### src/rtl/hqs_pkg.sv
// Shared types and the CRC-64 step for the hash queue selector.
// Assumes the key layout of the brief: addresses, ports, SPI, MSB first.
package hqs_pkg;
    localparam int KEY_W  = 128;
    localparam int HASH_W = 64;
    localparam logic [HASH_W-1:0] CRC_POLY = 64'h42F0E1EBA9EA3693;

    // Positions inside the field-select input
    localparam int FS_SRC_IP   = 0;
    localparam int FS_DST_IP   = 1;
    localparam int FS_SRC_PORT = 2;
    localparam int FS_DST_PORT = 3;
    localparam int FS_SPI      = 4;
    localparam int FS_W        = 5;

    // Positions inside the hash command word
    localparam int HC_SYM       = 30;
    localparam int HC_SHIFT_LSB = 24;
    localparam int HC_SHIFT_W   = 6;
    localparam int HC_W         = 31;

    typedef struct packed {
        logic [31:0] src_ip;
        logic [31:0] dst_ip;
        logic [15:0] src_port;
        logic [15:0] dst_port;
        logic [31:0] spi;
    } flow_key_t;
endpackage

### src/rtl/hqs_key_build.sv
// Assembles the flow key: substitutes defaults for absent headers,
// zeroes unselected fields, then optionally orders the pairs for
// symmetric hashing. Purely combinational.
module hqs_key_build
    import hqs_pkg::*;
(
    input  logic [31:0]   src_ip,
    input  logic [31:0]   dst_ip,
    input  logic [15:0]   src_port,
    input  logic [15:0]   dst_port,
    input  logic [31:0]   spi,
    input  logic          ip_ok,
    input  logic          l4_ok,
    input  logic          spi_ok,
    input  logic [FS_W-1:0] fields,
    input  logic [31:0]   dv0,
    input  logic [31:0]   dv1,
    input  logic          sym,
    output flow_key_t     key
);
    logic [31:0] a_s, a_d, s_v;
    logic [15:0] p_s, p_d;

    // Substitute defaults for missing headers, then apply the field select
    always_comb begin
        a_s = fields[FS_SRC_IP]   ? (ip_ok ? src_ip : dv0) : '0;
        a_d = fields[FS_DST_IP]   ? (ip_ok ? dst_ip : dv0) : '0;
        p_s = fields[FS_SRC_PORT] ? (l4_ok ? src_port : dv1[31:16]) : '0;
        p_d = fields[FS_DST_PORT] ? (l4_ok ? dst_port : dv1[15:0]) : '0;
        s_v = fields[FS_SPI]      ? (spi_ok ? spi : 32'h0) : '0;
    end

    // Order address and port pairs smaller-first when symmetric mode is on
    always_comb begin
        key.spi = s_v;
        if (sym && (a_s > a_d)) begin
            key.src_ip = a_d;
            key.dst_ip = a_s;
        end else begin
            key.src_ip = a_s;
            key.dst_ip = a_d;
        end
        if (sym && (p_s > p_d)) begin
            key.src_port = p_d;
            key.dst_port = p_s;
        end else begin
            key.src_port = p_s;
            key.dst_port = p_d;
        end
    end
endmodule

### src/rtl/hqs_crc64.sv
// Unrolled CRC over DATA_W bits, MSB first, zero initial value,
// no reflection. Combinational; the caller registers the result.
module hqs_crc64
    import hqs_pkg::*;
#(
    parameter int DATA_W = KEY_W
) (
    input  logic [DATA_W-1:0] data,
    output logic [HASH_W-1:0] crc
);
    logic [HASH_W-1:0] stage [DATA_W+1];

    assign stage[0] = '0;

    // One shift-and-reduce step per key bit, highest bit first
    for (genvar i = 0; i < DATA_W; i++) begin : g_step
        logic fb;
        assign fb = stage[i][HASH_W-1] ^ data[DATA_W-1-i];
        assign stage[i+1] = {stage[i][HASH_W-2:0], 1'b0} ^ (fb ? CRC_POLY : '0);
    end

    assign crc = stage[DATA_W];
endmodule

### src/rtl/hqs_slice_map.sv
// Maps a hash onto a queue ID: right shift, take the low QID_W bits,
// mask by (count - 1), OR with the base. Assumes the count is a power
// of two and the base is aligned to it for an even spread.
module hqs_slice_map
    import hqs_pkg::*;
#(
    parameter int QID_W = 24
) (
    input  logic [HASH_W-1:0]     hash,
    input  logic [HC_SHIFT_W-1:0] shift,
    input  logic [QID_W-1:0]      mask,
    input  logic [QID_W-1:0]      base,
    output logic [QID_W-1:0]      qid
);
    logic [QID_W-1:0] slice;

    // Shift the hash and keep the low slice
    assign slice = QID_W'(hash >> shift);
    // Merge the masked slice into the base
    assign qid   = base | (slice & mask);
endmodule

### src/rtl/hash_queue_select.sv
// Hash-based queue selector. Stage 1 registers the assembled key,
// stage 2 registers the hashed and mapped queue ID. One beat per cycle.
// Assumes configuration inputs are stable while beats are in flight.
module hash_queue_select
    import hqs_pkg::*;
#(
    parameter int QID_W = 24,
    parameter int CNT_W = 32
) (
    input  logic                clk,
    input  logic                rst_n,
    input  logic                in_valid,
    input  logic [31:0]         in_src_ip,
    input  logic [31:0]         in_dst_ip,
    input  logic [15:0]         in_src_port,
    input  logic [15:0]         in_dst_port,
    input  logic [31:0]         in_spi,
    input  logic                in_ip_ok,
    input  logic                in_l4_ok,
    input  logic                in_spi_ok,
    input  logic                cfg_enable,
    input  logic [FS_W-1:0]     cfg_fields,
    input  logic [31:0]         cfg_dv0,
    input  logic [31:0]         cfg_dv1,
    input  logic [QID_W-1:0]    cfg_qbase,
    input  logic [HC_W-1:0]     cfg_hash_cmd,
    output logic                out_valid,
    output logic [QID_W-1:0]    out_qid,
    output logic [CNT_W-1:0]    pkt_count
);
    flow_key_t         key_d, key_q;
    logic              key_v;
    logic [HASH_W-1:0] hash;
    logic [QID_W-1:0]  qid_d;

    hqs_key_build u_key (
        .src_ip  (in_src_ip),
        .dst_ip  (in_dst_ip),
        .src_port(in_src_port),
        .dst_port(in_dst_port),
        .spi     (in_spi),
        .ip_ok   (in_ip_ok),
        .l4_ok   (in_l4_ok),
        .spi_ok  (in_spi_ok),
        .fields  (cfg_fields),
        .dv0     (cfg_dv0),
        .dv1     (cfg_dv1),
        .sym     (cfg_hash_cmd[HC_SYM]),
        .key     (key_d)
    );

    // Stage 1: capture the key of an accepted beat
    always_ff @(posedge clk) begin
        if (!rst_n) begin
            key_v <= 1'b0;
            key_q <= '0;
        end else begin
            key_v <= in_valid && cfg_enable;
            if (in_valid && cfg_enable) key_q <= key_d;
        end
    end

    hqs_crc64 #(.DATA_W(KEY_W)) u_crc (
        .data(key_q),
        .crc (hash)
    );

    hqs_slice_map #(.QID_W(QID_W)) u_map (
        .hash (hash),
        .shift(cfg_hash_cmd[HC_SHIFT_LSB +: HC_SHIFT_W]),
        .mask (cfg_hash_cmd[QID_W-1:0]),
        .base (cfg_qbase),
        .qid  (qid_d)
    );

    // Stage 2: register the queue ID and its strobe
    always_ff @(posedge clk) begin
        if (!rst_n) begin
            out_valid <= 1'b0;
            out_qid   <= '0;
        end else begin
            out_valid <= key_v;
            if (key_v) out_qid <= qid_d;
        end
    end

    // Count every produced queue ID
    always_ff @(posedge clk) begin
        if (!rst_n) pkt_count <= '0;
        else if (out_valid) pkt_count <= pkt_count + 1'b1;
    end
endmodule

### config.mk
export PLATFORM = sky130hd
export DESIGN_NAME = hash_queue_select
export DESIGN_NICKNAME = d
export VERILOG_FILES = /design/src/rtl/hqs_pkg.sv /design/src/rtl/hqs_key_build.sv /design/src/rtl/hqs_crc64.sv /design/src/rtl/hqs_slice_map.sv /design/src/rtl/hash_queue_select.sv
export SDC_FILE = /design/constraint.sdc
export NUM_CORES = 2
export LEC_CHECK = 0
export BUFFER_PORTS_ARGS = -buffer_cell sky130_fd_sc_hd__buf_2
export CORE_MARGIN = 8
export CORE_UTILIZATION = 45
export DETAILED_ROUTE_END_ITERATION = 8
export PLACE_DENSITY = 0.63
export SLEW_MARGIN = 40
export SYNTH_ARGS = -nofsm -noshare
export SYNTH_HDL_FRONTEND = slang
export SYNTH_SLANG_ARGS = --single-unit
### constraint.sdc
create_clock -name clk -period 15.6 [get_ports clk]
set_clock_uncertainty 0.1 [all_clocks]
set_input_delay 0.78 -clock clk [delete_from_list [all_inputs] [get_ports clk]]
set_output_delay 0.78 -clock clk [all_outputs]
set_load 0.005 [all_outputs]
======== Yosys cells after proc, flatten, opt, wreduce, memory -nomap -nowiden ========
Cells that the tools add are included.
storage, ports and cells
  word-level logic and storage cells ...... 412
  RAM bits ................................ 0
  output and inout bits ................... 57
  ROM bits ................................ 0
  bits of input ports ..................... 259
  bits in latches ......................... 0
  flip-flop bits (word level) ............. 186
  memories kept ........................... 0
cells by class
  reductions and logical operators ........ 3
  shift-type cells ........................ 1
  divide/modulo/power cells ............... 0
  mux-type cells .......................... 140
  $lt $le $gt $ge ......................... 2
  equal/unequal tests ..................... 0
  add/sub/neg operators ................... 1
  multiply operators ...................... 0
  bitwise logic cells ..................... 256
operators with widths
  operator                                                          count
  63-bit two-way mux                                                128
  64-bit bitwise XOR                                                126
  32-bit two-way mux                                                7
  1-bit bitwise XOR                                                 126
  16-bit two-way mux                                                4
  64-bit two-way mux                                                1
  64-bit by 6-bit right shift with 24-bit output                    1
  64-bit by 63-bit bitwise XOR with 64-bit output                   1
  32-bit by 1-bit adder with 32-bit output (second input constant)  1
  32-bit > comparator                                               1
  24-bit bitwise AND                                                1
  24-bit OR                                                         1
  16-bit > comparator                                               1
  1-bit logical AND                                                 3
  1-bit bitwise XOR (first input constant)                          1

======== Longest topological paths before layout ========
  depth in word-level cells ............... 384
  depth in mapped cells ................... 48
  mapped depth without buffers ............ 36

======== By module ========
Synthesis repeated with hierarchy kept, for this count alone.
second synthesis, totals
  cell total of the unflattened synthesis .. 4203
  area total of the unflattened synthesis .. 44975.6 sq um
by module, submodules not included
  module             cells each  instances  area an instance (sq um)  sequential area each (sq um)
  hqs_crc64          2294        1          29459.5                   0.0
  hash_queue_select  809         1          6706.4                    3723.6
  hqs_slice_map      538         1          4789.6                    0.0
  hqs_key_build      562         1          4020.1                    0.0

======== Least setup slack after synthesis ========
Ideal clock, no wire load.
  path kind ............................... register to register
  start point ............................. register key_q[123] in the netlist's numbering
  end point ............................... register out_qid[0]
  data arrival time ....................... 14872 ps
  path buffers ............................ 4
  period minus slack after synthesis ...... 15115 ps
  cell stages (with the launch flop) ...... 40
  setup time .............................. 144 ps
  data required time ...................... 15356 ps
  path slack .............................. 485 ps
  cells stage by stage .................... dfxtp_1 buf_6 xor3_2 xnor2_4 xnor3_2 xnor2_4 xnor3_1 xnor3_1 buf_6 xor3_1 xnor3_1 xnor2_4 xnor2_2 xnor3_2 xnor3_2 xnor3_2 xnor3_1 buf_4 (+4 left out) buf_4 xnor3_2 xnor3_1 xnor3_1 xnor3_1 xnor3_1 xnor3_2 xor3_2 xnor2_4 xnor3_1 xnor3_1 xnor3_1 xnor2_1 mux4_2 mux4_2 or2_1 a2111oi_2 a2111oi_2
on the way
  word-level cells in the longest chain between the ends .. 251
  elaborated cells between the ends (all ways) .. 369
  those cells by class .................... shift: 1; mux: 121; bitwise: 247
RTL lines
  what                                                 RTL line                 text
  start: declaration                                   hash_queue_select.sv:31  flow_key_t key_d, key_q;
  start signal: assignment                             hash_queue_select.sv:59  if (in_valid && cfg_enable) key_q <= key_d;
  1-bit bitwise XOR (*)                                hqs_crc64.sv:18          assign fb = stage[i][HASH_W-1] ^ data[DATA_W-1-i];
  63-bit two-way mux (*)                               hqs_crc64.sv:19          assign stage[i+1] = {stage[i][HASH_W-2:0], 1'b0} ^ (fb ? CRC_POLY : '0);
  64-bit bitwise XOR (*) (2 in a row)                  hqs_crc64.sv:19
  1-bit bitwise XOR                                    hqs_crc64.sv:18
  63-bit two-way mux                                   hqs_crc64.sv:19
  64-bit bitwise XOR (*) (2 in a row)                  hqs_crc64.sv:19
  1-bit bitwise XOR                                    hqs_crc64.sv:18
  63-bit two-way mux                                   hqs_crc64.sv:19
  (+232 left out)                                      --
  64-bit bitwise XOR (*) (2 in a row)                  hqs_crc64.sv:19
  1-bit bitwise XOR                                    hqs_crc64.sv:18
  63-bit two-way mux                                   hqs_crc64.sv:19
  64-bit bitwise XOR (*)                               hqs_crc64.sv:19
  64-bit by 63-bit bitwise XOR with 64-bit output (*)  hqs_crc64.sv:19
  64-bit by 6-bit right shift with 24-bit output (*)   hqs_slice_map.sv:18      assign slice = QID_W'(hash >> shift);
  24-bit bitwise AND (*)                               hqs_slice_map.sv:20      assign qid = base | (slice & mask);
  24-bit OR (*)                                        hqs_slice_map.sv:20
  end signal: assignment                               hash_queue_select.sv:83  if (key_v) out_qid <= qid_d;
  end: declaration                                     hash_queue_select.sv:28  output logic [QID_W-1:0] out_qid,
Mark *: on every way between the ends. The rest lies on a longest branch, timed or not.
A chain may end at the register's enable or synchronous reset.

======== Worst setup path in the final report ========
  start point ............................. register key_q[127] in the netlist's numbering
  end point ............................... register out_qid[2]
on the way
  word-level cells in the longest chain between the ends .. 257
  elaborated cells between the ends (all ways) .. 379
  those cells by class .................... shift: 1; mux: 125; bitwise: 253
RTL lines
  what                                                 RTL line
  63-bit two-way mux (*)                               hqs_crc64.sv:19
  64-bit bitwise XOR (*)                               hqs_crc64.sv:19
  1-bit bitwise XOR                                    hqs_crc64.sv:18
  63-bit two-way mux                                   hqs_crc64.sv:19
  64-bit bitwise XOR (*) (2 in a row)                  hqs_crc64.sv:19
  1-bit bitwise XOR                                    hqs_crc64.sv:18
  63-bit two-way mux                                   hqs_crc64.sv:19
  64-bit bitwise XOR (*) (2 in a row)                  hqs_crc64.sv:19
  (+238 left out)                                      --
  64-bit bitwise XOR (*) (2 in a row)                  hqs_crc64.sv:19
  1-bit bitwise XOR                                    hqs_crc64.sv:18
  63-bit two-way mux                                   hqs_crc64.sv:19
  64-bit bitwise XOR (*)                               hqs_crc64.sv:19
  64-bit by 63-bit bitwise XOR with 64-bit output (*)  hqs_crc64.sv:19
  64-bit by 6-bit right shift with 24-bit output (*)   hqs_slice_map.sv:18
  24-bit bitwise AND (*)                               hqs_slice_map.sv:20
  24-bit OR (*)                                        hqs_slice_map.sv:20
Marked as above.

==> out/metrics.csv <==
stage,metric,value,unit
status,status,"complete, no violations",
global_routing,grt-ovfl-total,0,
sta,finalHoldViolCount,0,
final_layout,fin_nets,5527,
hold_path,hold_start,in_spi[4],
worst_setup_path,critical_path_arrival,15.73,ns
global_routing,grt_max_degree,97,
global_routing,antenna_found_initial,2,
final_layout,instances_no_fill,6611,
routing,wl_per_cell,28.3,um
final_layout,drive_gt1_share,30.3,%
global_routing,grt_pass1_vias,36421,
sta,setup_violations,0,
synthesis,ys_warn_count,0,
worst_setup_path,worstSetupPathType,flop to flop,
floorplanning,dieArea,114000,um^2
worst_setup_path,cp_max_fo,9,
sta,relSlewSlack,40.6,%
worst_setup_path,r2r_end,out_qid[2],
sta,min_period_over_period,98.7,%
synthesis,synth.area.mux_share,5.26,%
synthesis,yosys.area_share.simple,7.56,%
clock_tree,cts_made_buffers,17,
synthesis,synthArstFlopShare,0,%
worst_setup_path,endpoint_kind,flop,
clock_tree,cts_buffer_depth,2,
synthesis,synth_cell_types,72,
hold_path,hold_path_class,input pin to flop,
sta,fin_ws,0.198,ns
worst_setup_path,cp-startpoint,key_q[127],
floorplanning,start_util,45.2,%
synthesis,synth_xor_area_share,69.0,%
final_layout,area_growth,21.2,%
sta,rsz0062_at_grt,true,
worst_setup_path,start_kind,flop,
synthesis,synth_top_family_by_area,XOR/XNOR gates,
worst_setup_path,cp.required,15.93,ns
synthesis,synth.avg_cell_area,10.8,um^2
routing,drc,0,
final_layout,fin_area,56700,um^2
routing,routed_wirelength,187000,um
sta,fmax,64.9,MHz
sta,worstMarginPinSlew,0.869,ns
hold_path,hold_depth,3,
sta,final_max_slew_viol_count,0,
global_routing,grt_pass1_wl,266000,um
clock_tree,cts_tree,done,
routing,ant_nets,0,
synthesis,seq_area_frac_synth,7.96,%
clock_tree,root_buffer,clkbuf_16,
clock_tree,clk_pin_slew_worst_paths,0.09,ns
hold_path,holdPathEnd,key_q[4],
synthesis,syn_area,46800,um^2
synthesis,syn_nets,4645,
routing,drt_iter0_markers,3388,
synthesis,synth_compound_area_share,6.11,%
floorplanning,die_w,338,um
synthesis,syn_inst,4337,
routing,vias,36090,
worst_setup_path,crit_slowest_cell,mux4_2,
routing,avgViaCountPerCell,5.46,
worst_setup_path,crit_top_cell,xnor3_2,
worst_setup_path,r2r-start,key_q[127],
worst_setup_path,reg2reg_setup_slack,0.20,ns
worst_setup_path,ff2ff_path_depth,51,
clock_tree,cts_hold_buf,0,
synthesis,synthFlopType,dfxtp_1,
place,dp.cells,6511,
sta,tns,0,ns
routing,first_pass_iters,6,
global_routing,grt.total_usage,31.5,%
synthesis,synth-edff-count,0,
final_layout,n_antenna_cell,0,
place,place_area,54400,um^2
job,max_cap_viol_count,0,
floorplanning,rows,118,
clock_tree,htreeDepth,4,
place,gp_congestion,1.00,
floorplanning,ioPinCount,316,
final_layout,fillers,9297,
synthesis,synth_fa_ha_area_share,1.31,%
place,dp_hpwl,159000,um
clock_tree,cts.sinks,186,
sta,period_needed,15.40,ns
clock_tree,insertion_delay,0.53,ns
place,port_buffers,315,
floorplanning,coreArea,103000,um^2
worst_setup_path,slowest_delay,0.59,ns
synthesis,ys_ff_latch,186,
floorplanning,die-height,338,um
place,post-place-ws,-0.313,ns
## Yosys cell counts (8+ instances only)
| cell | count | area [um^2] |
|---|---|---|
| nor3_1 | 121 | 606 |
| mux2_2 | 65 | 732 |
| a221oi_1 | 9 | 78.8 |
| nand2_1 | 131 | 492 |
| nor2b_1 | 42 | 263 |
| ha_1 | 49 | 613 |
| buf_1 | 17 | 63.8 |
| nand4_1 | 18 | 113 |
| o22ai_1 | 13 | 81.3 |
| buf_4 | 24 | 180 |
| o21ai_1 | 11 | 55.1 |
| and3_1 | 11 | 68.8 |
| xnor3_1 | 540 | 12200 |
| xor3_1 | 74 | 1760 |
| xnor2_4 | 36 | 991 |
| xnor2_2 | 60 | 976 |
| a211oi_1 | 58 | 435 |
| o21ai_0 | 128 | 641 |
| nor2_1 | 340 | 1280 |
| inv_1 | 75 | 282 |
| o211ai_1 | 11 | 82.6 |
| a21oi_1 | 80 | 400 |
| xor2_2 | 23 | 374 |
| or3_1 | 12 | 75.1 |
| mux2i_1 | 96 | 961 |
| xnor3_2 | 70 | 1660 |
| buf_6 | 8 | 90.1 |
| nand2b_1 | 10 | 62.6 |
| nand3_1 | 19 | 95.1 |
| dfxtp_1 | 186 | 3720 |
| xor2_1 | 310 | 2720 |
| xor2_4 | 16 | 440 |
| a22oi_1 | 37 | 278 |
| xnor2_1 | 1254 | 11000 |
| clkbuf_1 | 139 | 522 |
| and2_1 | 69 | 432 |
| a311oi_1 | 22 | 193 |
| mux4_2 | 33 | 743 |
| buf_2 | 27 | 135 |
## layout by cell type (no fill, tap or decap), types with 18 or more instances in the layout
cell type and n:
a211oi_1 58, a21oi_1 76, a22oi_1 37, a311oi_1 22, and2_1 68, buf_2 315, buf_4 744, dfxtp_1 185
ha_1 49, inv_1 74, mux2_2 65, mux2i_1 92, mux4_2 33, nand2_1 130, nand3_1 19, nand4_1 18
nor2_1 340, nor2b_1 42, nor3_1 121, o21ai_0 128, xnor2_1 1193, xnor2_2 101, xnor2_4 56, xnor3_1 483
xnor3_2 126, xor2_1 295, xor2_2 34, xor2_4 20, xor3_1 66
## registers in the layout, indices dropped and copies added, names as in the netlist
register,count
out_valid,1
out_qid,24
pkt_count,32
key_q,128
key_v,1
## routing by layer
layer  GRT usage [%]  wire, um  vias up
li1                -         -    16503
met1            41.6     78600    17595
met2            51.1     85300     1607
met3            4.46     12500      381
met5               0        27        -
met4            14.7     10700        4
## how the worst max path moves through the flow
| stage | slack, ns | cells past startpoint | end |
|---|---|---|---|
| 5_1_grt | -0.04 | 42 | out_qid[7] |
| 3_3_place_gp | -0.40 | 41 | out_qid[2] |
| 6_report | 0.20 | 51 | out_qid[2] |
| 2_1_floorplan | 0.48 | 39 | out_qid[0] |
| 3_5_place_dp | -0.31 | 41 | out_qid[2] |
| 4_1_cts | -0.06 | 42 | out_qid[2] |
## worst max-delay path: cells and delay by family (launching register included)
family          cells  cell delay [ns]
buf+inv            15             2.91
mux                 1             0.59
xor+xnor           29            10.28
flops               1             0.34
simple gates        1             0.11
compound gates      5             0.90
## cell families after synthesis
group | Yosys count
AOI/OAI and AO/OA | 439
xor gates and xnor gates | 2391
adders and majority gates | 49
buffers and inverters | 295
DFF | 186
muxes | 196
and+or+nand+nor | 781
## final cells by class
| cell class | instances | area [um^2] | share of cell area, % |
|---|---|---|---|
| repair buffers | 1079 | 7540 | 13.3 |
| inverters | 79 | 302 | 0.532 |
| clock inverters | 13 | 196 | 0.347 |
| well taps | 1380 | 1730 | 3.05 |
| multi-input cells | 3856 | 42700 | 75.4 |
| clock buffers | 18 | 439 | 0.775 |
| flip-flops and latches | 186 | 3720 | 6.57 |
## what timing repair did
item	4_1_cts	5_1_grt
gates resized for setup	35	141
setup buffers	6	62
setup endpoints to repair	24	24
pin swaps	6	48
## stage by stage
stage	utilization (%)	hold WS [ns]
6_report	54.8	0.396
5_1_grt	54.8	0.406
4_1_cts	53.5	0.373
3_5_place_dp	52.6	0.388
3_3_place_gp	52.6	0.362
2_1_floorplan	-	0.368
Power is left out: the tool's default activity adds up to more than one toggle a clock period on the data nets, which glitch-free logic cannot reach.
